**config.mk**
```make
export PLATFORM = sky130hd
export DESIGN_NAME = phy_rate_switcher
export DESIGN_NICKNAME = d
export VERILOG_FILES = /design/src/rtl/prs_pkg.sv /design/src/rtl/prs_cfg_table.sv /design/src/rtl/prs_regs.sv /design/src/rtl/prs_seq.sv /design/src/rtl/phy_rate_switcher.sv
export SDC_FILE = /design/constraint.sdc
export NUM_CORES = 1
export LEC_CHECK = 0
export CORE_UTILIZATION = 36
export CTS_CLUSTER_DIAMETER = 120
export DETAILED_ROUTE_END_ITERATION = 7
export GPL_TIMING_DRIVEN = 0
export PLACE_DENSITY = 0.79
export SLEW_MARGIN = 15
export SYNTH_ARGS = -nofsm -noshare
export SYNTH_HDL_FRONTEND = slang
export SYNTH_SLANG_ARGS = --single-unit
```
**constraint.sdc**
```tcl
create_clock -name clk -period 1.85 [get_ports clk]
set_input_delay 0.185 -clock clk [delete_from_list [all_inputs] [get_ports clk]]
set_output_delay 0.185 -clock clk [all_outputs]
set_load 0.05 [all_outputs]
```
**src/rtl/prs_pkg.sv**
```systemverilog
package prs_pkg;

    typedef enum logic [1:0] {
        SPD_1G   = 2'b00,
        SPD_2G5  = 2'b01,
        SPD_5G   = 2'b10,
        SPD_10G  = 2'b11
    } speed_e;

    typedef enum logic [2:0] {
        ST_IDLE,
        ST_MODE,
        ST_LOAD,
        ST_PLL,
        ST_CAL_REQ,
        ST_CAL_WAIT,
        ST_RST
    } seq_state_e;

    typedef struct packed {
        logic   start;
        speed_e speed;
    } req_t;

    typedef struct packed {
        logic [1:0] pad_hi;
        speed_e     mode;
        logic       pad_lo;
        logic       err;
        logic       done;
        logic       busy;
    } status_t;

    localparam logic [1:0] REG_SPEED  = 2'd0;
    localparam logic [1:0] REG_STATUS = 2'd1;

    // PLL 1 serves the two upper rates
    function automatic logic pll_for(input speed_e s);
        return s[1];
    endfunction

endpackage

```
**src/rtl/prs_cfg_table.sv**
```systemverilog
module prs_cfg_table
    import prs_pkg::*;
#(
    parameter int          WORDS = 8,
    parameter int          AW    = 8,
    parameter int          DW    = 16,
    parameter logic [AW-1:0] BASE = 8'h40,
    parameter logic [DW-1:0] TAG  = 16'hA000,
    localparam int         IW    = (WORDS > 1) ? $clog2(WORDS) : 1
) (
    input  speed_e          speed,
    input  logic [IW-1:0]   idx,
    output logic [AW-1:0]   addr,
    output logic [DW-1:0]   data
);
    localparam int SPD_SHIFT = 8;

    logic [DW-1:0] spd_field;
    logic [DW-1:0] idx_field;

    always_comb begin
        spd_field = DW'(speed) << SPD_SHIFT;
        idx_field = DW'(idx);
    end

    generate
        if (AW > IW) begin : g_wide_addr
            assign addr = BASE + AW'(idx);
        end else begin : g_narrow_addr
            assign addr = BASE + idx[AW-1:0];
        end
    endgenerate

    assign data = TAG | spd_field | idx_field;

endmodule

```
**src/rtl/prs_regs.sv**
```systemverilog
module prs_regs
    import prs_pkg::*;
#(
    parameter int RAW = 2,
    parameter int RDW = 8
) (
    input  logic           clk,
    input  logic           rst,
    input  logic           reg_wr,
    input  logic [RAW-1:0] reg_addr,
    input  logic [RDW-1:0] reg_wdata,
    output logic [RDW-1:0] reg_rdata,
    input  logic           busy_i,
    input  logic           finish_i,
    input  speed_e         mode_i,
    output req_t           req_o,
    output logic           done_o,
    output logic           err_o
);
    logic   wr_speed;
    logic   wr_status;
    logic   done_q;
    logic   err_q;
    speed_e last_q;
    status_t st;

    always_comb begin
        wr_speed    = reg_wr && (reg_addr == RAW'(REG_SPEED));
        wr_status   = reg_wr && (reg_addr == RAW'(REG_STATUS));
        req_o.start = wr_speed && !busy_i;
        req_o.speed = speed_e'(reg_wdata[1:0]);
    end

    always_ff @(posedge clk) begin
        if (rst) begin
            done_q <= 1'b0;
            err_q  <= 1'b0;
            last_q <= SPD_1G;
        end else begin
            if (req_o.start) begin
                done_q <= 1'b0;
                last_q <= req_o.speed;
            end else if (finish_i) begin
                done_q <= 1'b1;
            end else if (wr_status && reg_wdata[1]) begin
                done_q <= 1'b0;
            end

            if (wr_speed && busy_i) begin
                err_q <= 1'b1;
            end else if (wr_status && reg_wdata[2]) begin
                err_q <= 1'b0;
            end
        end
    end

    always_comb begin
        st        = '0;
        st.busy   = busy_i;
        st.done   = done_q;
        st.err    = err_q;
        st.mode   = mode_i;
        reg_rdata = '0;
        case (reg_addr)
            RAW'(REG_SPEED):  reg_rdata = RDW'(last_q);
            RAW'(REG_STATUS): reg_rdata = RDW'(st);
            default:          reg_rdata = '0;
        endcase
    end

    assign done_o = done_q;
    assign err_o  = err_q;

endmodule

```
**src/rtl/prs_seq.sv**
```systemverilog
module prs_seq
    import prs_pkg::*;
#(
    parameter int  WORDS = 8,
    localparam int IW    = (WORDS > 1) ? $clog2(WORDS) : 1
) (
    input  logic          clk,
    input  logic          rst,
    input  req_t          req_i,
    input  logic          cfg_ready_i,
    input  logic          recal_done_i,
    input  logic          rst_ack_i,
    output logic          busy_o,
    output logic          finish_o,
    output speed_e        mode_o,
    output logic          pll_o,
    output logic          cfg_valid_o,
    output logic [IW-1:0] cfg_idx_o,
    output logic          recal_req_o,
    output logic          rst_req_o
);
    localparam logic [IW-1:0] LAST = IW'(WORDS - 1);

    seq_state_e    state_q;
    speed_e        tgt_q;
    speed_e        mode_q;
    logic          pll_q;
    logic [IW-1:0] idx_q;

    always_ff @(posedge clk) begin
        if (rst) begin
            state_q <= ST_IDLE;
            tgt_q   <= SPD_1G;
            mode_q  <= SPD_1G;
            pll_q   <= 1'b0;
            idx_q   <= '0;
        end else begin
            case (state_q)
                ST_IDLE: begin
                    if (req_i.start) begin
                        tgt_q   <= req_i.speed;
                        state_q <= ST_MODE;
                    end
                end
                ST_MODE: begin
                    mode_q  <= tgt_q;
                    idx_q   <= '0;
                    state_q <= ST_LOAD;
                end
                ST_LOAD: begin
                    if (cfg_ready_i) begin
                        if (idx_q == LAST) begin
                            state_q <= ST_PLL;
                        end else begin
                            idx_q <= idx_q + 1'b1;
                        end
                    end
                end
                ST_PLL: begin
                    pll_q   <= pll_for(tgt_q);
                    state_q <= ST_CAL_REQ;
                end
                ST_CAL_REQ: begin
                    state_q <= ST_CAL_WAIT;
                end
                ST_CAL_WAIT: begin
                    if (recal_done_i) begin
                        state_q <= ST_RST;
                    end
                end
                ST_RST: begin
                    if (rst_ack_i) begin
                        state_q <= ST_IDLE;
                    end
                end
                default: state_q <= ST_IDLE;
            endcase
        end
    end

    always_comb begin
        busy_o      = (state_q != ST_IDLE);
        cfg_valid_o = (state_q == ST_LOAD);
        recal_req_o = (state_q == ST_CAL_REQ);
        rst_req_o   = (state_q == ST_RST);
        finish_o    = (state_q == ST_RST) && rst_ack_i;
    end

    assign mode_o    = mode_q;
    assign pll_o     = pll_q;
    assign cfg_idx_o = idx_q;

endmodule

```
**src/rtl/phy_rate_switcher.sv**
```systemverilog
module phy_rate_switcher
    import prs_pkg::*;
#(
    parameter int               CFG_WORDS = 8,
    parameter int               CFG_AW    = 8,
    parameter int               CFG_DW    = 16,
    parameter logic [CFG_AW-1:0] CFG_BASE = 8'h40,
    parameter int               REG_AW    = 2,
    parameter int               REG_DW    = 8,
    localparam int              IW        = (CFG_WORDS > 1) ? $clog2(CFG_WORDS) : 1
) (
    input  logic              clk,
    input  logic              rst,
    input  logic              reg_wr,
    input  logic [REG_AW-1:0] reg_addr,
    input  logic [REG_DW-1:0] reg_wdata,
    output logic [REG_DW-1:0] reg_rdata,
    output logic [1:0]        mode_sel,
    output logic              cfg_valid,
    input  logic              cfg_ready,
    output logic [CFG_AW-1:0] cfg_addr,
    output logic [CFG_DW-1:0] cfg_data,
    output logic              pll_sel,
    output logic              recal_req,
    input  logic              recal_done,
    output logic              rst_req,
    input  logic              rst_ack,
    output logic              busy,
    output logic              done
);
    req_t          req;
    logic          busy_w;
    logic          finish_w;
    speed_e        mode_w;
    logic [IW-1:0] idx_w;
    logic          err_w;

    prs_regs #(
        .RAW (REG_AW),
        .RDW (REG_DW)
    ) u_regs (
        .clk       (clk),
        .rst       (rst),
        .reg_wr    (reg_wr),
        .reg_addr  (reg_addr),
        .reg_wdata (reg_wdata),
        .reg_rdata (reg_rdata),
        .busy_i    (busy_w),
        .finish_i  (finish_w),
        .mode_i    (mode_w),
        .req_o     (req),
        .done_o    (done),
        .err_o     (err_w)
    );

    prs_seq #(
        .WORDS (CFG_WORDS)
    ) u_seq (
        .clk          (clk),
        .rst          (rst),
        .req_i        (req),
        .cfg_ready_i  (cfg_ready),
        .recal_done_i (recal_done),
        .rst_ack_i    (rst_ack),
        .busy_o       (busy_w),
        .finish_o     (finish_w),
        .mode_o       (mode_w),
        .pll_o        (pll_sel),
        .cfg_valid_o  (cfg_valid),
        .cfg_idx_o    (idx_w),
        .recal_req_o  (recal_req),
        .rst_req_o    (rst_req)
    );

    prs_cfg_table #(
        .WORDS (CFG_WORDS),
        .AW    (CFG_AW),
        .DW    (CFG_DW),
        .BASE  (CFG_BASE)
    ) u_table (
        .speed (mode_w),
        .idx   (idx_w),
        .addr  (cfg_addr),
        .data  (cfg_data)
    );

    assign mode_sel = mode_w;
    assign busy     = busy_w;

endmodule

```
==> impl_metrics.sql, run 1 <==
INSERT INTO impl_metrics (metric_group, metric, value, unit) VALUES
('yosys', 'synth_seq_area_share', '28.8', '%'),
('die', 'start_util', '39.4', '%'),
('grt', 'globalRouteTotalUtil', '16.2', '%'),
('timing', 'final.hold.worst_slack', '459', 'ps'),
('critical_path', 'critical_path_required', '1660', 'ps'),
('timing', 'fin_crit', '1770', 'ps'),
('route', 'drcViolationCount', '0', ''),
('final_layout', 'antenna-diode-count', '0', ''),
('critical_path', 'reg2reg_setup_slack', '240', 'ps'),
('critical_path', 'list_of_cells_traversed_by_the_critical_path', 'buf_4 -> clkdlybuf4s50_1', ''),
('timing', 'timing.fmax', '566', 'MHz'),
('critical_path', 'critical_path_peak_fanout', '4', ''),
('final_layout', 'post_route_cells_drive_above_1_share', '28.7', '%'),
('final_layout', 'final_design_area_no_fill', '0.00134', 'mm²'),
('yosys', 'yosysWarningCount', '0', ''),
('critical_path', 'critical_path.max_stage_delay', '790', 'ps'),
('timing', 'final_min_period_over_clock_period', '95.6', '%'),
('clock_network', 'clkLatencyLatePin', '280', 'ps'),
('worst_hold_path', 'holdPathStages', '3', ''),
('yosys', 'synth_area', '905', 'µm²'),
('worst_hold_path', 'hp-start', 'reg_wdata[0]', ''),
('clock_network', 'cts_setup_buffers', '0', ''),
('grt', 'global_route.overflow_total', '0', ''),
('clock_network', 'post_cts_hold_buffers', '0', ''),
('die', 'num_io_pins', '56', ''),
('clock_network', 'postCtsResizedCells', '21', ''),
('placed_design', 'io_buffers', '31', ''),
('placed_design', 'finalWeightedCongestion', '0.743', ''),
('clock_network', 'tritoncts_num_sinks', '13', ''),
('critical_path', 'endpoint_kind_of_the_worst_setup_timing_path', 'primary output', ''),
('timing', 'setup-violations-final', '0', ''),
('worst_hold_path', 'hp-class', 'primary input to flip-flop', ''),
('timing', 'final-max-slew-violation-count', '0', ''),
('grt', 'antenna_violations_before_repair', '0', ''),
('critical_path', 'worst_reg_to_reg_path_cell_count', '5', ''),
('critical_path', 'rr_startpoint', 'u_seq.cfg_idx_o[0]', ''),
('yosys', 'ys_ff_latch', '13', ''),
('placed_design', 'placedInstanceArea', '0.00132', 'mm²'),
('final_layout', 'flow.area_growth_from_synthesis', '47.9', '%'),
('pwr', 'power_density', '924', 'mW/mm²'),
('clock_network', 'clockBufferDepth', '2', ''),
('job', 'cap_viol_max_count', '0', ''),
('final_layout', 'number_of_nets_at_the_end_of_the_flow', '179', ''),
('route', 'vias', '858', ''),
('route', 'via_to_cell_ratio', '4.56', ''),
('pwr', 'irDropWorstVdd', '0.000523', 'V'),
('die', 'dieHeight', '52.1', 'µm'),
('critical_path', 'critical_path.reg2reg.endpoint', 'u_seq.state_q[1]', ''),
('grt', 'via_count_of_the_first_global_routing_pass', '784', ''),
('clock_network', 'clockRootBuffer', 'sky130_fd_sc_hd__clkbuf_4', ''),
('clock_network', 'cts_tree', 'done', ''),
('yosys', 'fraction_of_post_synthesis_cell_area_in_the_top_cell_type_by_area', '28.8', '%'),
('yosys', 'post_synth_inst_count', '108', ''),
('run_status', 'run_status', 'finished, final reports clean', ''),
('route', 'detail_route.first_pass.iterations', '4', ''),
('worst_hold_path', 'min_to', 'u_regs.last_q[0]', ''),
('timing', 'timing.slew.headroom', '65.0', '%'),
('die', 'floorplan.die_area', '0.00272', 'mm²'),
('timing', 'rsz_0062_raised_after_global_routing', 'no', ''),
('die', 'floorplan.die.width', '52.1', 'µm'),
('route', 'detail_route.iter0.violations', '9', ''),
('grt', 'grt_max_degree', '11', ''),
('yosys', 'synthDistinctLibCells', '31', ''),
('die', 'floorplan.core_area', '0.00230', 'mm²'),
('timing', 'worst_slew_pin_slew', '524', 'ps'),
('route', 'finalWirelength', '2060', 'µm'),
('route', 'detail_route.wl_per_cell', '11.0', 'µm'),
('pwr', 'cellLeakagePower', '0.636', 'nW'),
('clock_network', 'clock_pin_slew_of_the_registers_on_the_worst_case_setup_and_hold_paths', '90', 'ps'),
('critical_path', 'cp_startpoint_kind', 'flip-flop', ''),
('route', 'ant_nets', '0', '');
## synthesized netlist by cell type (all sizes together)
library cell	count
a211oi	2
a21oi	8
a22oi	2
a311oi	1
and2	6
and3b	1
buf	27
clkbuf	1
conb	2
dfxtp	13
ha	2
inv	2
mux2i	5
nand2	7
nand2b	2
nand3	4
nand3b	2
nand4bb	1
nor2	10
nor2b	1
nor3	1
nor3b	2
o21ai	3
o32a	1
or3b	2
## worst max-delay path, delay by kind of cell, from the launching register on
family	cells	cell delay (ps)
buffers and inverters	2	920
DFF	1	390
## stage by stage
stage / utilization [%] / cells / TNS, ps / setup WS, ps / total power [mW]
after floorplan: - / 125 / 0 / 77.8 / 0.919
after global placement: 57.6 / 184 / -1480 / -377 / 1.07
after detailed placement: 57.6 / 184 / -1640 / -400 / 1.09
after CTS: 58.6 / 188 / 0 / 22.5 / 1.24
after global routing: 58.2 / 188 / 0 / 26.0 / 1.30
final: 58.2 / 188 / 0 / 82.2 / 1.24
## state kept, by name, indices dropped and copies added (netlist names)
signal           count
u_regs.last_q        1
u_seq.tgt_q          1
u_seq.mode_o         2
u_regs.err_o         1
u_seq.cfg_idx_o      3
u_regs.done_o        1
u_seq.state_q        3
u_seq.pll_o          1
## logic make-up (layout without fill, tap and decap cells)
family	after synthesis	count (layout)	synth area share, %
adder cells (fa/ha/maj)	2	2	2.77
other	2	19	0.830
multiplexers	5	5	5.53
AO/OA/AOI/OAI	17	17	11.9
flip-flops	13	13	28.8
AND/OR/NAND/NOR	39	39	26.1
buffers and inverters	30	65	24.1
## routing by layer
layer / global-route usage, % / share of wire (%) / vias up / routed length, µm
li1: - / - / 428 / -
met1: 16.6 / 39 / 392 / 810
met2: 31.0 / 52 / 32 / 1070
met3: 2.34 / 7.2 / 6 / 149
met4: 8.77 / 1.7 / 0 / 34
met5: 0 / 0 / - / 0
## power by group
group | switching, mW | internal (mW) | total (mW)
Sequential | 0.0182 | 0.310 | 0.328
Clock | 0.100 | 0.0803 | 0.181
Combinational | 0.477 | 0.251 | 0.728
Total | 0.595 | 0.641 | 1.24
## worst max path at each step
stage	endpoint	start	cells past startpoint
after global routing	reg_rdata[2]	reg_addr[0]	4
final	cfg_data[1]	u_seq.cfg_idx_o[1]	2
after detailed placement	reg_rdata[2]	reg_addr[0]	4
after global placement	reg_rdata[2]	reg_addr[0]	4
after floorplan	u_regs.done_o	u_seq.state_q[2]	5
after CTS	reg_rdata[2]	reg_addr[0]	4
## area by class of cell
type | count | area, µm²
Buffer | 28 | 210
Clock buffer | 3 | 22.5
Clock inverter | 1 | 5.00
Fill cell | 229 | 960
Inverter | 2 | 7.51
Multi-Input combinational cell | 82 | 503
Sequential cell | 13 | 260
Tap cell | 28 | 35.0
Timing Repair Buffer | 31 | 294
## cells in the final DEF (no fill, tap or decap), types with 4 or more instances in the layout
cell type / count
sky130_fd_sc_hd__buf_4: 26
sky130_fd_sc_hd__nand2_1: 7
sky130_fd_sc_hd__and2_1: 5
sky130_fd_sc_hd__mux2i_1: 5
sky130_fd_sc_hd__nand3_1: 4
sky130_fd_sc_hd__nor2_1: 10
sky130_fd_sc_hd__conb_1: 19
sky130_fd_sc_hd__dfxtp_1: 13
sky130_fd_sc_hd__clkdlybuf4s50_1: 21
sky130_fd_sc_hd__a21oi_1: 7
No activity file was read; power rests on OpenSTA's default activity.
==> inputs of run 2 (changes only) <==
--- a/config.mk
+++ b/config.mk
@@ -5,11 +5,13 @@
 export SDC_FILE = /design/constraint.sdc
 export NUM_CORES = 1
 export LEC_CHECK = 0
+export CAP_MARGIN = 25
 export CORE_UTILIZATION = 36
 export CTS_CLUSTER_DIAMETER = 120
 export DETAILED_ROUTE_END_ITERATION = 7
 export GPL_TIMING_DRIVEN = 0
 export PLACE_DENSITY = 0.79
+export SKIP_CTS_REPAIR_TIMING = 1
 export SLEW_MARGIN = 15
 export SYNTH_ARGS = -nofsm -noshare
 export SYNTH_HDL_FRONTEND = slang
==> run 2 against run 1 <==
Effect of this change: worst hold slack improved by 3.4 ps; first-iteration DRC count is the same; critical path type unchanged; setup slack got worse by 2.2 ps; highest routed layer unchanged.
==> impl_metrics.sql, run 2 (synthesized netlist as in run 1, its figures left out) <==
INSERT INTO impl_metrics (metric_group, metric, value, unit) VALUES
('route', 'drcViolationCount', '0', ''),
('critical_path', 'cp_startpoint_kind', 'flip-flop', ''),
('placed_design', 'finalWeightedCongestion', '0.743', ''),
('timing', 'final-max-slew-violation-count', '0', ''),
('timing', 'final.hold.worst_slack', '463', 'ps'),
('worst_hold_path', 'hp-class', 'primary input to flip-flop', ''),
('pwr', 'irDropWorstVdd', '0.000522', 'V'),
('clock_network', 'clkLatencyLatePin', '280', 'ps'),
('critical_path', 'reg2reg_setup_slack', '220', 'ps'),
('die', 'num_io_pins', '56', ''),
('timing', 'finalHoldViolations', '0', ''),
('clock_network', 'clockRootBuffer', 'sky130_fd_sc_hd__clkbuf_4', ''),
('critical_path', 'rr_startpoint', 'u_seq.cfg_idx_o[0]', ''),
('placed_design', 'io_buffers', '31', ''),
('critical_path', 'worstSetupStartpoint', 'u_seq.cfg_idx_o[1]', ''),
('final_layout', 'final_common_cell', 'sky130_fd_sc_hd__buf_4', ''),
('timing', 'worst_slew_pin_slew', '524', 'ps'),
('pwr', 'p_sw_share', '47.6', '%'),
('grt', 'antenna_violations_before_repair', '0', ''),
('clock_network', 'clock_pin_slew_of_the_registers_on_the_worst_case_setup_and_hold_paths', '80', 'ps'),
('final_layout', 'antenna-diode-count', '0', ''),
('pwr', 'internal-power', '0.654', 'mW'),
('pwr', 'finalPower', '1.25', 'mW'),
('clock_network', 'cts-buffers-inserted', '3', ''),
('placed_design', 'dp.final_hpwl', '1630', 'µm'),
('route', 'ant_nets', '0', ''),
('job', 'cap_viol_max_count', '0', ''),
('critical_path', 'critical_path.reg2reg.endpoint', 'u_seq.state_q[1]', ''),
('route', 'detail_route.first_pass.iterations', '4', ''),
('grt', 'grt_max_degree', '11', ''),
('route', 'highest-signal-layer', 'met4', ''),
('critical_path', 'endpoint_kind_of_the_worst_setup_timing_path', 'primary output', ''),
('clock_network', 'cts_tree', 'done', ''),
('timing', 'timing.fmax', '565', 'MHz'),
('grt', 'global_route.overflow_total', '0', ''),
('route', 'wirelength_met1', '798', 'µm'),
('route', 'via_to_cell_ratio', '4.56', ''),
('final_layout', 'flow.area_growth_from_synthesis', '48.0', '%'),
('route', 'route.met3.wl', '154', 'µm'),
('final_layout', 'number_of_nets_at_the_end_of_the_flow', '179', ''),
('critical_path', 'critical_path_peak_fanout', '4', ''),
('route', 'wl_met2', '1050', 'µm'),
('critical_path', 'worst_reg_to_reg_path_cell_count', '5', ''),
('die', 'dieHeight', '52.1', 'µm'),
('pwr', 'cellLeakagePower', '0.692', 'nW'),
('die', 'floorplan.die.width', '52.1', 'µm'),
('final_layout', 'post_route_cells_drive_above_1_share', '26.9', '%'),
('die', 'start_util', '39.4', '%'),
('clock_network', 'clockBufferDepth', '2', ''),
('critical_path', 'crit_path_end', 'cfg_data[1]', ''),
('pwr', 'clock_power_share', '14.2', '%'),
('critical_path', 'timing.critical_path.arrival', '1590', 'ps'),
('clock_network', 'tritoncts_num_sinks', '13', ''),
('pwr', 'power.share.sequential', '26.3', '%'),
('timing', 'final_min_period_over_clock_period', '95.7', '%'),
('clock_network', 'cts_max_level', '1', ''),
('critical_path', 'criticalPathCategory', 'flip-flop to primary output', ''),
('die', 'floorplan.die_area', '0.00272', 'mm²'),
('grt', 'globalRouteTotalUtil', '16.0', '%'),
('timing', 'setup-violations-final', '0', ''),
('run_status', 'run_status', 'finished, final reports clean', ''),
('grt', 'via_count_of_the_first_global_routing_pass', '768', ''),
('route', 'vias', '858', ''),
('critical_path', 'critical_path_required', '1660', 'ps'),
('grt', 'grt_pass1_wl', '3200', 'µm'),
('die', 'floorplan.core_area', '0.00230', 'mm²'),
('timing', 'final_clock_skew', '4.84', 'ps'),
('timing', 'rsz_0062_raised_after_global_routing', 'no', ''),
('timing', 'timing.slew.headroom', '65.0', '%'),
('route', 'detail_route.iter0.violations', '9', ''),
('final_layout', 'mostFrequentLayoutCells', 'sky130_fd_sc_hd__buf_4 (26), sky130_fd_sc_hd__clkdlybuf4s50_1 (21), sky130_fd_sc_hd__conb_1 (19)', ''),
('route', 'finalWirelength', '2030', 'µm'),
('pwr', 'comb_power_share', '59.5', '%'),
('pwr', 'power_density', '931', 'mW/mm²'),
('die', 'fp-row-count', '17', ''),
('route', 'detail_route.wl_per_cell', '10.8', 'µm'),
('pwr', 'total_switching_power', '0.593', 'mW'),
('timing', 'fin_crit', '1770', 'ps');
==> run 2: metal layers <==
layer / vias up / GRT usage [%]
li1: 426 / -
met1: 396 / 16.6
met2: 32 / 30.1
met3: 4 / 2.34
met4: 0 / 8.77
met5: - / 0
==> run 2: final cells by class <==
| class | instances | area [µm²] |
|---|---|---|
| plain buffers | 28 | 210 |
| clock buffers | 3 | 22.5 |
| clock inverters | 1 | 5.00 |
| fillers | 227 | 958 |
| inverters | 2 | 7.51 |
| multi-input cells | 82 | 500 |
| flip-flops and latches | 13 | 260 |
| well taps | 28 | 35.0 |
| repair buffers | 31 | 298 |
==> run 2: per-stage QoR <==
stage	instances	instance area, µm²	TNS, ps	utilization, %	setup slack (ps)
2_1_floorplan	125	978	0	-	77.8
3_3_place_gp	184	1320	-1480	57.6	-377
3_5_place_dp	184	1320	-1640	57.6	-400
4_1_cts	188	1350	-2780	58.8	-441
5_1_grt	188	1340	0	58.3	16.9
6_report	188	1340	0	58.3	79.9
==> run 2: worst max-delay path, stage by stage, from the launching register on <==
cell	delay, ps
sky130_fd_sc_hd__dfxtp_1	390
sky130_fd_sc_hd__buf_4	130
sky130_fd_sc_hd__clkdlybuf4s50_1	790
==> run 2: power groups by stage <==
stage | clock [mW] | combinational, mW | sequential (mW)
after global routing | 0.192 | 0.788 | 0.332
after floorplan | 0 | 0.574 | 0.345
after global placement | 0 | 0.735 | 0.332
final | 0.177 | 0.742 | 0.328
after CTS | 0.185 | 0.753 | 0.328
after detailed placement | 0 | 0.751 | 0.334
==> run 2: worst min path at each step <==
stage | start | end | slack [ps] | cells past startpoint
2_1_floorplan | rst | u_seq.mode_o[0] | 250 | 1
3_3_place_gp | u_regs.last_q[0] | u_seq.mode_o[0] | 470 | 2
3_5_place_dp | u_regs.last_q[0] | u_seq.mode_o[0] | 480 | 2
4_1_cts | reg_wdata[0] | u_regs.last_q[0] | 460 | 3
5_1_grt | reg_wdata[0] | u_regs.last_q[0] | 470 | 3
6_report | reg_wdata[0] | u_regs.last_q[0] | 460 | 3
